**src/rtl/tmr_pkg.sv**
```systemverilog
package tmr_pkg;

  typedef enum logic [1:0] {
    PIN_OFF    = 2'd0,
    PIN_TOGGLE = 2'd1,
    PIN_CLEAR  = 2'd2,
    PIN_SET    = 2'd3
  } pin_act_e;

  localparam logic [3:0] MODE_CTC_A   = 4'd4;
  localparam logic [3:0] MODE_CTC_CAP = 4'd12;
  localparam logic [3:0] MODE_PWM_8   = 4'd5;
  localparam logic [3:0] MODE_PWM_9   = 4'd6;
  localparam logic [3:0] MODE_PWM_10  = 4'd7;
  localparam logic [3:0] MODE_PWM_CAP = 4'd14;
  localparam logic [3:0] MODE_PWM_A   = 4'd15;

  localparam logic [2:0] ADR_CTRL  = 3'd0;
  localparam logic [2:0] ADR_CMPA  = 3'd1;
  localparam logic [2:0] ADR_CMPB  = 3'd2;
  localparam logic [2:0] ADR_CEIL  = 3'd3;
  localparam logic [2:0] ADR_FLAGS = 3'd4;

  function automatic logic mode_is_pwm(input logic [3:0] m);
    return (m == MODE_PWM_8) || (m == MODE_PWM_9) || (m == MODE_PWM_10) ||
           (m == MODE_PWM_CAP) || (m == MODE_PWM_A);
  endfunction

  function automatic logic mode_uses_ceil(input logic [3:0] m);
    return (m == MODE_CTC_CAP) || (m == MODE_PWM_CAP);
  endfunction

endpackage

```
**src/rtl/tmr_prescale.sv**
```systemverilog
module tmr_prescale #(
  parameter int PSC_W = 10
) (
  input  logic       clk,
  input  logic       rst,
  input  logic       restart,
  input  logic [2:0] sel,
  output logic       tick
);
  logic [PSC_W-1:0] div_q;
  logic [PSC_W-1:0] mask;
  logic             run;

  always_comb begin
    run  = 1'b1;
    mask = '0;
    case (sel)
      3'd1: mask = '0;
      3'd2: mask = PSC_W'(7);
      3'd3: mask = PSC_W'(63);
      3'd4: mask = PSC_W'(255);
      3'd5: mask = PSC_W'(1023);
      default: begin
        run  = 1'b0;
        mask = '1;
      end
    endcase
  end

  always_ff @(posedge clk) begin
    if (rst || restart) div_q <= '0;
    else                div_q <= div_q + PSC_W'(1);
  end

  assign tick = run && ((div_q & mask) == mask);
endmodule

```
**src/rtl/tmr_counter.sv**
```systemverilog
module tmr_counter #(
  parameter int W = 16
) (
  input  logic         clk,
  input  logic         rst,
  input  logic         tick,
  input  logic [W-1:0] top,
  output logic [W-1:0] cnt,
  output logic         at_top
);
  assign at_top = (cnt == top);

  always_ff @(posedge clk) begin
    if (rst)       cnt <= '0;
    else if (tick) cnt <= at_top ? '0 : cnt + W'(1);
  end
endmodule

```
**src/rtl/tmr_cmp_reg.sv**
```systemverilog
module tmr_cmp_reg #(
  parameter int W = 16
) (
  input  logic         clk,
  input  logic         rst,
  input  logic         wr,
  input  logic [W-1:0] wdata,
  input  logic         buffered,
  input  logic         load,
  output logic [W-1:0] act
);
  logic [W-1:0] hold_q;

  always_ff @(posedge clk) begin
    if (rst) begin
      hold_q <= '0;
      act    <= '0;
    end else begin
      if (wr) hold_q <= wdata;
      if (wr && !buffered)      act <= wdata;
      else if (buffered && load) act <= hold_q;
    end
  end
endmodule

```
**src/rtl/tmr_wave.sv**
```systemverilog
module tmr_wave
  import tmr_pkg::*;
(
  input  logic     clk,
  input  logic     rst,
  input  logic     tick,
  input  logic     pwm,
  input  pin_act_e act,
  input  logic     match,
  input  logic     at_top,
  output logic     wave
);
  always_ff @(posedge clk) begin
    if (rst || act == PIN_OFF) begin
      wave <= 1'b0;
    end else if (tick) begin
      case (act)
        PIN_TOGGLE: if (match) wave <= ~wave;
        PIN_CLEAR: begin
          if (pwm && at_top) wave <= 1'b1;
          else if (match)    wave <= 1'b0;
        end
        PIN_SET: begin
          if (pwm && at_top) wave <= 1'b0;
          else if (match)    wave <= 1'b1;
        end
        default: wave <= 1'b0;
      endcase
    end
  end
endmodule

```
**src/rtl/tmr_wavegen.sv**
```systemverilog
module tmr_wavegen
  import tmr_pkg::*;
#(
  parameter int W     = 16,
  parameter int PSC_W = 10
) (
  input  logic         clk,
  input  logic         rst,
  input  logic         wr_en,
  input  logic [2:0]   wr_addr,
  input  logic [W-1:0] wr_data,
  output logic         wave_a,
  output logic         wave_b,
  output logic         flag_ovf,
  output logic         flag_cmpa,
  output logic         flag_cmpb,
  output logic         flag_capt,
  output logic [W-1:0] count
);
  localparam int NCH   = 2;
  localparam int NFLAG = 4;

  logic [3:0]        mode_q;
  logic [1:0]        com_q [NCH];
  logic [2:0]        sel_q;
  logic [W-1:0]      ceil_q;
  logic              ctrl_wr;
  logic              pwm;
  logic              use_ceil;
  logic              tick;
  logic [W-1:0]      top_val;
  logic [W-1:0]      cnt_q;
  logic              at_top;
  logic [W-1:0]      cmp_act [NCH];
  logic [NCH-1:0]    match;
  logic [NCH-1:0]    wave_q;
  logic [NFLAG-1:0]  flag_q;
  logic [NFLAG-1:0]  flag_set;
  logic [NFLAG-1:0]  flag_clr;

  assign ctrl_wr = wr_en && (wr_addr == ADR_CTRL);

  always_ff @(posedge clk) begin
    if (rst) begin
      mode_q <= '0;
      sel_q  <= '0;
      ceil_q <= '0;
      for (int c = 0; c < NCH; c++) com_q[c] <= '0;
    end else begin
      if (ctrl_wr) begin
        mode_q   <= wr_data[3:0];
        com_q[0] <= wr_data[5:4];
        com_q[1] <= wr_data[7:6];
        sel_q    <= wr_data[10:8];
      end
      if (wr_en && wr_addr == ADR_CEIL) ceil_q <= wr_data;
    end
  end

  assign pwm      = mode_is_pwm(mode_q);
  assign use_ceil = mode_uses_ceil(mode_q);

  always_comb begin
    case (mode_q)
      MODE_CTC_A, MODE_PWM_A:     top_val = cmp_act[0];
      MODE_CTC_CAP, MODE_PWM_CAP: top_val = ceil_q;
      MODE_PWM_8:                 top_val = W'(16'h00FF);
      MODE_PWM_9:                 top_val = W'(16'h01FF);
      MODE_PWM_10:                top_val = W'(16'h03FF);
      default:                    top_val = '1;
    endcase
  end

  tmr_prescale #(.PSC_W(PSC_W)) u_psc (
    .clk     (clk),
    .rst     (rst),
    .restart (ctrl_wr),
    .sel     (sel_q),
    .tick    (tick)
  );

  tmr_counter #(.W(W)) u_cnt (
    .clk    (clk),
    .rst    (rst),
    .tick   (tick),
    .top    (top_val),
    .cnt    (cnt_q),
    .at_top (at_top)
  );

  for (genvar ch = 0; ch < NCH; ch++) begin : g_chan
    tmr_cmp_reg #(.W(W)) u_cmp (
      .clk      (clk),
      .rst      (rst),
      .wr       (wr_en && (wr_addr == 3'(ch + 1))),
      .wdata    (wr_data),
      .buffered (pwm),
      .load     (tick && at_top),
      .act      (cmp_act[ch])
    );

    assign match[ch] = (cnt_q == cmp_act[ch]);

    tmr_wave u_wave (
      .clk    (clk),
      .rst    (rst),
      .tick   (tick),
      .pwm    (pwm),
      .act    (pin_act_e'(com_q[ch])),
      .match  (match[ch]),
      .at_top (at_top),
      .wave   (wave_q[ch])
    );
  end

  assign flag_clr    = (wr_en && wr_addr == ADR_FLAGS) ? wr_data[NFLAG-1:0] : '0;
  assign flag_set[0] = tick && (pwm ? at_top : (cnt_q == '1));
  assign flag_set[1] = tick && match[0];
  assign flag_set[2] = tick && match[1];
  assign flag_set[3] = tick && use_ceil && at_top;

  always_ff @(posedge clk) begin
    if (rst) flag_q <= '0;
    else     flag_q <= (flag_q & ~flag_clr) | flag_set;
  end

  assign wave_a    = wave_q[0];
  assign wave_b    = wave_q[1];
  assign flag_ovf  = flag_q[0];
  assign flag_cmpa = flag_q[1];
  assign flag_cmpb = flag_q[2];
  assign flag_capt = flag_q[3];
  assign count     = cnt_q;
endmodule

```
**config.mk**
```make
export PLATFORM = sky130hd
export DESIGN_NAME = tmr_wavegen
export DESIGN_NICKNAME = d
export VERILOG_FILES = /design/src/rtl/tmr_pkg.sv /design/src/rtl/tmr_prescale.sv /design/src/rtl/tmr_counter.sv /design/src/rtl/tmr_cmp_reg.sv /design/src/rtl/tmr_wave.sv /design/src/rtl/tmr_wavegen.sv
export SDC_FILE = /design/constraint.sdc
export NUM_CORES = 1
export LEC_CHECK = 0
export CAP_MARGIN = 20
export CORE_ASPECT_RATIO = 0.7
export CORE_MARGIN = 3
export CORE_UTILIZATION = 49
export DETAILED_ROUTE_END_ITERATION = 7
export PLACE_DENSITY = 0.72
export SLEW_MARGIN = 15
export SYNTH_ARGS = -nofsm -noshare
export SYNTH_HDL_FRONTEND = slang
export SYNTH_SLANG_ARGS = --single-unit
```
**constraint.sdc**
```tcl
create_clock -name clk -period 2.73 [get_ports clk]
set_input_delay 0.546 -clock clk [delete_from_list [all_inputs] [get_ports clk]]
set_output_delay 0.546 -clock clk [all_outputs]
set_load 0.005 [all_outputs]
```
Word-level counts from Yosys, hierarchy flattened
Memories as Yosys holds them, arrays and structs flattened. Cells that the tools add are included.

Memories: 1. Flip-flop bits (word level): 119. Input bits: 22. Logic and storage cells: 120. Memory bits (writable): 4. Output and inout port bits: 22.

Memory list: com_q (depth 2, bits a word 2, read ports 2, clocked after Yosys merged registers in 0, write ports 2, RTL line tmr_wavegen.sv:24) `logic [1:0] com_q [NCH];`.

Bitwise logic cells: 8. Add/sub/neg operators: 2. Equal/unequal tests: 33. Reduce and logical (&&, ||, !) cells: 35. Mux-type cells: 29.

Operators with widths (number): $mux 16 (5); $pmux 16 s5 (1); $eq 16x16->1 (3); $pmux 10 s4 (1); $mux 1 (17); $add 16x1->16 const B (1); $eq 16x16->1 const B (1); $eq 4x3->1 const B (4); $logic_and 1x1->1 (16); $eq 3x2->1 const B (4); $eq 4x4->1 const B (3); $add 10x1->10 const B (1); $and 10x10->10 (1); $eq 10x10->1 (1); $eq 3x3->1 const B (3); $eq 2x2->1 const B (4); $logic_or 1x1->1 (8); $reduce_and 4->1 (2); $eq 3x1->1 const B (2); $ne 3x1->1 const B (2); $ne 3x2->1 const B (2); $pmux 1 s3 (2); $reduce_or 5->1 (1); $and 4x4->4 (1); 13 further kinds (21).

Depth between registers and ports, before layout
Gate-level depths: netlist of the first run.

Depth after elaboration: 9. Mapped depth: 12. Gate-level depth less buffers: 8.

Hierarchy
A second synthesis of the first run with hierarchy kept.

Cells, all modules: 732. Area total of the unflattened synthesis: 6705.2 um^2.

By module, submodules not included: tmr_cmp_reg (area each 1498.9 um^2, sequential area each 640.6 um^2, times used 2, cells each 140); tmr_wavegen (area each 1929.4 um^2, sequential area each 660.6 um^2, times used 1, cells each 260); tmr_counter (area each 1128.6 um^2, sequential area each 320.3 um^2, times used 1, cells each 116); tmr_prescale (area each 479.2 um^2, sequential area each 200.2 um^2, times used 1, cells each 56); tmr_wave (area each 85.1 um^2, sequential area each 20.0 um^2, times used 2, cells each 10).

Least setup slack after synthesis of the first run
Ideal clock, no wire load.

Path kind: register -> register. Start: register mode_q[0]. End: register g_chan[1].u_cmp.act[10]. Required time: 2.611 ns. Setup slack: -0.022 ns. Buffers on the path: 4. Data arrival time: 2.633 ns. Cell stages (with the launch flop): 12. Setup time: 0.119 ns. Clock period less this slack: 2.752 ns. Cells stage by stage: dfxtp_1 > buf_2 > buf_6 > nor3_2 > o21ai_0 > a31o_1 > a222oi_1 > o2111ai_1 > or3_1 > buf_2 > buf_6 > o221a_1.

Word-level cells in the longest chain between the ends: 8. Elaborated cells between the ends (all ways): 21. Those cells by class: 8 x eq/ne; 2 x mux; 11 x reduce/logical.

Ends and longest elaborated chain: start: declaration (RTL line tmr_wavegen.sv:23) `logic [3:0] mode_q;`; start signal: assignment (RTL line tmr_wavegen.sv:51) `mode_q <= wr_data[3:0];`; parallel branches: the longest is 8 deep, another holds $pmux 16 s5; end signal: assignment (RTL line tmr_cmp_reg.sv:20) `if (wr && !buffered) act <= wdata;`; end signal: assignment (RTL line tmr_cmp_reg.sv:21) `else if (buffered && load) act <= hold_q;`; end: declaration (RTL line tmr_cmp_reg.sv:10) `output logic [W-1:0] act`.

Parallel ways; which one is timed is not known. A chain may end at the register's enable or synchronous reset.

Final worst setup path of the first run
Start: register mode_q[1]. End: register g_chan[0].u_cmp.act[4].

Word-level cells in the longest chain between the ends: 8. Elaborated cells between the ends (all ways): 21. Those cells by class: 8 x eq/ne; 2 x mux; 11 x reduce/logical.

Ends and longest elaborated chain (RTL line): parallel branches: the longest is 8 deep, another holds $pmux 16 s5; end signal: assignment (tmr_cmp_reg.sv:20); end signal: assignment (tmr_cmp_reg.sv:21); end: declaration (tmr_cmp_reg.sv:10).

Parallel ways; which one is timed is not known.

==> metrics.log, run 1 <==
[metrics] via count of the first global-routing pass: approximately 5600
[metrics] Combinational Power Share: 7.6%
[metrics] unrepaired setup endpoints after global routing: true
[metrics] area growth from synthesis to layout: 29.37%
[metrics] Internal Dissipation: between 3 and 4 mW
[metrics] FF+latch count, synth: 123
[metrics] number of buffers added on ports: 43
[metrics] achievable clock frequency: about 0.36 GHz
[metrics] CTS H-tree depth: 4
[metrics] die outline height: 99.78 µm
[metrics] Static Leak: 2.920 nW
[metrics] total die area: 13970 µm²
[metrics] number of max-capacitance violations reported: 0
[metrics] switching power as a share of total power: 24.92%
[metrics] sequential area share after synthesis: 40.65%
[metrics] top_reg_cell synth: sky130_fd_sc_hd__dfxtp_1
[metrics] initial antenna violation count: 0
[metrics] TritonCTS clock tree: yes
[metrics] synthesized area per cell: 7.953 µm²
[metrics] PwrDens: ~560 nW/µm²
[metrics] Longest Clk Path Bufs: 2
[metrics] worst endpoint required time: 3.03 ns
[metrics] Crit path top cell by count: sky130_fd_sc_hd__buf_12
[metrics] Crit Path Class: reg2reg
[metrics] net load switching power: 1.103 mW
[metrics] share of layout cells above drive strength 1: 17.48%
[metrics] HPWL after detailed placement: 14700 µm
[metrics] clock-pin slew reported for the worst setup and hold paths after clock tree synthesis: 0.06 ns
[metrics] endpoint type of the worst setup path: register
[metrics] share of the clock period used by the worst path after layout: 102.9%
[metrics] I/O pins: 44
[metrics] maximum number of pins on one net before global-route repair: between 90 and 100
[metrics] weighted congestion reported at the end of routability-driven placement: 0.9402
[metrics] first-pass iteration count of the detailed router: 5
[metrics] violations in the final reports: negative setup slack
[metrics] final hold violation count: 0
[metrics] number of standard cells in the final layout excluding fillers: 1021
[metrics] number of enable flip-flop cells after synthesis: 4
[metrics] leading cell types by total area after synthesis: sky130_fd_sc_hd__dfxtp_1 39%, sky130_fd_sc_hd__nand2_1 8.8%, sky130_fd_sc_hd__a21oi_1 6.5%
[metrics] delay of the slowest cell on the worst path: 0.41 ns
[metrics] highest ir drop seen on vdd: 0.0004291 V
[metrics] total congestion overflow after global routing: 0
[metrics] quantity of hold-fixing buffers added after cts: 0
[metrics] row count: 33
[metrics] post-DR wirelength/cell: about 20 µm
[metrics] cell type contributing the most total cell area after synthesis: sky130_fd_sc_hd__dfxtp_1
[metrics] Worst Max-Slew Pin Slew: 0.7941 ns
[metrics] YS warnings: 0
[metrics] Post-Syn Area: 6156 µm²
[metrics] number of slew-limit violations in the final report: 0
[metrics] status: finished, violations left
[metrics] final core area utilization: about two thirds
[metrics] number of antenna diodes: 0
[metrics] clock group share of total power: 49.8%
[metrics] DRT iter0 DRCs: 631
[metrics] count of final setup violators: 31
[metrics] most frequent cells after synthesis: 144 x sky130_fd_sc_hd__nand2_1, 119 x sky130_fd_sc_hd__dfxtp_1, 80 x sky130_fd_sc_hd__a21oi_1, 78 x sky130_fd_sc_hd__nor2_1, 45 x sky130_fd_sc_hd__clkbuf_1
[metrics] cell count after synthesis: 774
[metrics] drt total wl: ~20000 µm
[metrics] number of nets with antenna violations after routing: 0
[metrics] number of remaining DRC errors: 0
[metrics] clock latency on the worst-skew pair: 0.41 ns
[metrics] critical path startpoint category: register
[metrics] arrival time at the worst endpoint: roughly 3.1 ns
[metrics] Vias: 6180
[metrics] largest fanout on the critical path: 35
[metrics] fraction of post-synthesis cell area in the top cell type by area: 38.70%
[metrics] Placed Cells incl. Taps: 981
[metrics] unique cell type count in the Yosys netlist: 65
[metrics] relative contribution of sequential cells to total power: 42.6%
[metrics] crit path time final: 2.808 ns
[metrics] Root Driver: sky130_fd_sc_hd__clkbuf_16
[metrics] power after layout: 4.425 mW
[metrics] Worst Skew: 0.009952 ns
[metrics] DIE WIDTH: 140.0 µm
[metrics] via density per instance: 6.053
[metrics] Slowest cell on crit path: sky130_fd_sc_hd__or3_4
[metrics] wire length of the first global-routing pass: 31680 µm
[metrics] nets in the synthesized netlist: 798
[metrics] fraction of registers with async set/reset: 0%
[metrics] Final WS setup: -0.07838 ns
[metrics] worst path cell trace: buf_12 > a21boi_2 > buf_4 > o21ai_0 > a31o_2 > a22oi_2 > o2111ai_4 > or3_4 > buf_12 > o221a_1
[metrics] Slew Limit Headroom: 46.93%
[metrics] Initial Util: between 50% and 60%
[metrics] most frequent cell after synthesis: sky130_fd_sc_hd__nand2_1
[metrics] clock sink total: 123
[metrics] clock buffer count from CTS: 17
[metrics] combined global-route utilization of all metal layers: around 29%
[metrics] nets@finish: approximately 880
[metrics] HP Class: in2reg
[metrics] area of the core: 11970 µm²
## state kept, by name (all words and copies together) (netlist names)
| signal | count |
|---|---|
| g_chan.u_cmp.act | 32 |
| g_chan.u_cmp.hold_q | 32 |
| ceil_q | 16 |
| u_cnt.cnt | 16 |
| u_psc.div_q | 10 |
| com_q | 4 |
| flag_q | 4 |
| mode_q | 4 |
| sel_q | 3 |
| g_chan.u_wave.wave | 2 |
## critical path: cells and delay by family (launching register included)
family / cells / cell delay, ns
AOI/OAI and AO/OA: 6 / 1.43
buffers and inverters: 3 / 0.47
and+or+nand+nor: 1 / 0.41
DFF: 1 / 0.33
## metrics by stage
stage | setup TNS (ns) | worst slack, ns | hold slack (ns) | cell area [µm²]
floorplan | 0 | 0.004976 | 0.4217 | 6175
global placement | -1.569 | -0.1028 | 0.4392 | 7093
detailed placement | -4.028 | -0.1850 | 0.4447 | 7093
CTS | -0.5798 | -0.04714 | 0.4114 | 7859
global route | -6.501 | -0.2009 | 0.4282 | 7964
finish | -1.271 | -0.07838 | 0.4270 | 7964
## cell families (layout without fill, tap and decap cells)
logic type,count (synthesis),in the layout,synth area share (%)
compound gates,171,171,18.62
xor+xnor,56,56,7.967
fa+ha+maj,2,2,0.4064
buf+inv,74,164,5.264
flops,123,123,40.65
mux,2,2,0.3252
simple gates,346,346,26.77
## final timing paths
kind	startpoint	endpoint	slack, ns	depth (start not counted)
worst max-delay path	mode_q[1]$_SDFFE_PP0P_	g_chan[0].u_cmp.act[4]$_SDFFE_PP0P_	-0.08	10
worst min-delay path	rst	flag_q[3]$_SDFF_PP0_	0.43	2
worst max register to register	mode_q[1]$_SDFFE_PP0P_	g_chan[0].u_cmp.act[4]$_SDFFE_PP0P_	-0.08	10
worst min register to register	u_psc.div_q[0]$_SDFF_PP0_	u_psc.div_q[0]$_SDFF_PP0_	0.46	1
## layout make-up
| type | instances | area (µm²) |
|---|---|---|
| fillers | 991 | 4010 |
| multi-input cells | 577 | 3526 |
| flip-flops and latches | 123 | 2506 |
| repair buffers | 117 | 1100 |
| clock buffers | 21 | 470.5 |
| well taps | 157 | 196.4 |
| clock inverters | 11 | 108.9 |
| inverters | 15 | 56.30 |
## power groups by stage
stage / combinational (mW) / clock, mW / sequential (mW)
floorplan: 0.172 / 0 / 1.91
global placement: 0.303 / 0 / 1.92
detailed placement: 0.311 / 0 / 1.92
CTS: 0.321 / 2.22 / 1.88
global route: 0.360 / 2.30 / 1.89
finish: 0.335 / 2.20 / 1.89
## cells in the final DEF, fill, tap and decap left out, drive strengths merged, types with 6 or more instances in the layout
cell type / count
a21oi: 80
clkdlybuf4s50: 42
nand3: 21
nor4: 11
dfxtp: 119
o21ai: 20
nand4: 17
and2: 8
a22oi: 15
nand2: 146
o221a: 16
nor3b: 6
a311oi: 6
and3: 7
nor3: 9
nor2b: 8
a31o: 6
nor2: 78
xor2: 22
xnor2: 34
buf: 75
inv: 19
clkbuf: 21
## per-layer routing
layer	up-vias	global-route usage (%)	wire length (µm)	part of all wire, %
li1	2868	-	-	-
met1	2977	45.32	9694	47
met2	304	41.52	8468	41
met3	31	5.429	2063	10
met4	0	7.818	342	1.7
met5	-	0	0	0
## repair_timing
item                       4_1_cts  5_1_grt
cloned                           1        0
buffers inserted                 7        2
setup endpoints to repair       34       52
gates resized for setup         18       22
pin swaps                        9       19
No activity file was read; power rests on OpenSTA's default activity.
==> run 2: changes to the inputs <==
REMOVE_ABC_BUFFERS = 1   (was default)
SETUP_SLACK_MARGIN = 0.05   (was default)
==> metrics.log, run 2 (synthesis results as in run 1) <==
[metrics] number of slew-limit violations in the final report: 0 (unchanged)
[metrics] crit path time final: 2.998 ns (+0.1892 ns)
[metrics] HP Class: reg2reg
[metrics] final core area utilization: 69.26% (+2.7 points)
[metrics] worst slack after detailed placement: -0.2144 ns (-0.02937 ns)
[metrics] Root Driver: sky130_fd_sc_hd__clkbuf_16
[metrics] share of layout cells above drive strength 1: 22.31% (+4.8 points)
[metrics] Vias: 6302 (+2.0%)
[metrics] cell area after placement: 7018 µm² (-1.1%)
[metrics] achievable clock frequency: 0.3336 GHz (-6.3%)
[metrics] Crit Path Class: reg2reg
[metrics] number of antenna diodes: 0 (unchanged)
[metrics] maximum number of pins on one net before global-route repair: 37 (-60%)
[metrics] combined global-route utilization of all metal layers: 27.94% (-1.3 points)
[metrics] violations in the final reports: negative setup slack
[metrics] nets@finish: 894 (+2.2%)
[metrics] area growth from synthesis to layout: 34.72%
[metrics] die outline height: 99.78 µm (unchanged)
[metrics] final hold slack: 0.4556 ns (+0.02865 ns)
[metrics] TritonCTS clock tree: yes
[metrics] Initial Util: 51.41% (unchanged)
[metrics] share of the clock period used by the worst path after layout: 109.8% (+6.9 points)
[metrics] DRT iter0 DRCs: 765 (+21%)
[metrics] number of max-capacitance violations reported: 0 (unchanged)
[metrics] Longest Clk Path Bufs: 2 (unchanged)
[metrics] first-pass iteration count of the detailed router: 6 (+1)
[metrics] wire length of the first global-routing pass: 30640 µm (-3.3%)
[metrics] clock buffer count from CTS: 17 (unchanged)
[metrics] Final WS setup: -0.2676 ns (-0.1892 ns)
[metrics] area of the core: 11970 µm² (unchanged)
[metrics] weighted congestion reported at the end of routability-driven placement: 0.9434 (+0.34%)
[metrics] via density per instance: 6.060 (+0.11%)
[metrics] total die area: 13970 µm² (unchanged)
[metrics] total congestion overflow after global routing: 0 (unchanged)
[metrics] Static Leak: 3.058 nW (+4.7%)
[metrics] dominant delay contributor by cell family on the critical path: compound AO/OA/AOI/OAI gates
[metrics] initial antenna violation count: 0 (unchanged)
[metrics] total buffers and inverters traversed by the critical path: 5 (+2)
[metrics] final hold violation count: 0 (unchanged)
[metrics] final std cell area, no fill: 8293 µm² (+4.1%)
[metrics] row count: 33 (unchanged)
[metrics] via count of the first global-routing pass: 5649 (+0.48%)
[metrics] number of remaining DRC errors: 0 (unchanged)
[metrics] DIE WIDTH: 140.0 µm (unchanged)
[metrics] worst path cell trace: buf_4 > buf_4 > a21boi_4 > o21ai_1 > a31o_1 > a222oi_1 > o2111ai_1 > buf_4 > nor3_4 > buf_12 > buf_8 > nand2_2 > a311oi_2
[metrics] HPWL after detailed placement: 13940 µm (-5.1%)
[metrics] I/O pins: 44 (unchanged)
[metrics] clock latency on the worst-skew pair: 0.42 ns (about the same)
[metrics] clock-pin slew reported for the worst setup and hold paths after clock tree synthesis: 0.06 ns (about the same)
[metrics] quantity of hold-fixing buffers added after cts: 0 (unchanged)
[metrics] leading cell type in the layout, fill and taps excluded: sky130_fd_sc_hd__nand2_1
[metrics] Crit path top cell by count: sky130_fd_sc_hd__buf_4
[metrics] unrepaired setup endpoints after global routing: true
[metrics] highest-count cells in the layout ignoring fill and taps: 141 x sky130_fd_sc_hd__nand2_1, 116 x sky130_fd_sc_hd__dfxtp_1, 77 x sky130_fd_sc_hd__nor2_1, 73 x sky130_fd_sc_hd__buf_4, 69 x sky130_fd_sc_hd__a21oi_1
[metrics] drt total wl: 20770 µm (+1.0%)
[metrics] critical path startpoint category: register
[metrics] arrival time at the worst endpoint: 3.33 ns (+0.23 ns)
[metrics] clock sink total: 123 (unchanged)
[metrics] delay of the slowest cell on the worst path: 0.47 ns (+0.06 ns)
[metrics] Slowest cell on crit path: sky130_fd_sc_hd__a222oi_1
[metrics] count of final setup violators: 52 (+68%)
[metrics] registers with the highest flip-flop counts: g_chan.u_cmp.act x32, g_chan.u_cmp.hold_q x32
[metrics] status: finished, violations left
[metrics] power after layout: 4.521 mW (+2.2%)
[metrics] largest fanout on the critical path: 7 (-80%)
[metrics] CTS H-tree depth: 4 (unchanged)
[metrics] worst endpoint required time: 3.06 ns (+0.03 ns)
[metrics] PwrDens: 545.2 nW/µm² (-1.9%)
[metrics] endpoint type of the worst setup path: register
[metrics] Slew Limit Headroom: 43.51% (-3.4 points)
[metrics] Worst Max-Slew Pin Slew: 0.8453 ns (+0.05112 ns)
[metrics] post-DR wirelength/cell: 19.98 µm (-0.85%)
[metrics] highest ir drop seen on vdd: 0.0004786 V (+12%)
[metrics] number of fill cells in the layout: 935 (-5.7%)
[metrics] number of nets with antenna violations after routing: 0 (unchanged)
[metrics] Worst Skew: 0.008283 ns (-0.001669 ns)
[metrics] number of buffers added on ports: 43 (unchanged)
-- run 2: cell count changes in the layout (fill, tap and decap cells not counted), sizes merged --
cell / change
buf: +15
inv: -1
clkinvlp: +1
clkbuf: +3
bufinv: +1
-- run 2: power breakdown --
group          total [mW]  internal, mW  leakage [nW]  switching (mW)
registers            1.88          1.84          1.00          0.0406
clock network        2.29          1.41         0.287           0.886
logic               0.344         0.149          1.77           0.195
-- run 2: path summary, 6_finish.rpt --
check | depth (start not counted) | slack [ns] | from | to
worst max-delay path | 13 | -0.27 | mode_q[0]$_SDFFE_PP0P_ | g_chan[0].u_cmp.act[15]$_SDFFE_PP0P_
worst min-delay path | 2 | 0.46 | g_chan[0].u_cmp.hold_q[10]$_SDFFE_PP0P_ | g_chan[0].u_cmp.hold_q[10]$_SDFFE_PP0P_
worst max register to register | 13 | -0.27 | mode_q[0]$_SDFFE_PP0P_ | g_chan[0].u_cmp.act[15]$_SDFFE_PP0P_
worst min register to register | 2 | 0.46 | g_chan[0].u_cmp.hold_q[10]$_SDFFE_PP0P_ | g_chan[0].u_cmp.hold_q[10]$_SDFFE_PP0P_
-- run 2: per-stage QoR --
| stage | setup TNS, ns | instances |
|---|---|---|
| 3_5_place_dp | -4.801 | 976 |
| 2_1_floorplan | -19.03 | 715 |
| 6_report | -9.871 | 1040 |
| 5_1_grt | -15.25 | 1040 |
| 4_1_cts | -0.01855 | 1019 |
| 3_3_place_gp | -2.821 | 976 |
-- run 2: final cells by class --
type | count | area, µm² | area share, %
tap | 157 | 196.4 | 2.369
sequential | 123 | 2511 | 30.28
clock buffer | 20 | 457.9 | 5.522
inverter | 15 | 56.30 | 0.6789
clock inverter | 12 | 137.6 | 1.660
timing repair buffer | 136 | 1304 | 15.72
multi-input combinational | 577 | 3630 | 43.77
-- run 2: what timing repair did --
item	4_1_cts	5_1_grt
endpoints found under the hold margin	0	0
setup buffers	12	17
pin swaps	23	28
resized for setup	35	55
cloned	0	4
setup endpoints to repair	51	52
-- run 2: routing by layer --
| layer | GRT usage [%] | vias to the layer above | routed length [µm] |
|---|---|---|---|
| li1 | - | 2887 | - |
| met2 | 40.93 | 342 | 9053 |
| met5 | 0 | - | 0 |
| met3 | 7.429 | 59 | 2240 |
| met4 | 8.340 | 0 | 459 |
| met1 | 40.49 | 3014 | 9020 |
-- run 2: worst reg2reg max path: stages, from the launching register on --
cell and delay, ns:
sky130_fd_sc_hd__dfxtp_4 0.37, sky130_fd_sc_hd__buf_4 0.14, sky130_fd_sc_hd__buf_4 0.15, sky130_fd_sc_hd__a21boi_4 0.14, sky130_fd_sc_hd__o21ai_1 0.11, sky130_fd_sc_hd__a31o_1 0.24
sky130_fd_sc_hd__a222oi_1 0.47, sky130_fd_sc_hd__o2111ai_1 0.28, sky130_fd_sc_hd__buf_4 0.22, sky130_fd_sc_hd__nor3_4 0.20, sky130_fd_sc_hd__buf_12 0.16, sky130_fd_sc_hd__buf_8 0.14
sky130_fd_sc_hd__nand2_2 0.06, sky130_fd_sc_hd__a311oi_2 0.23
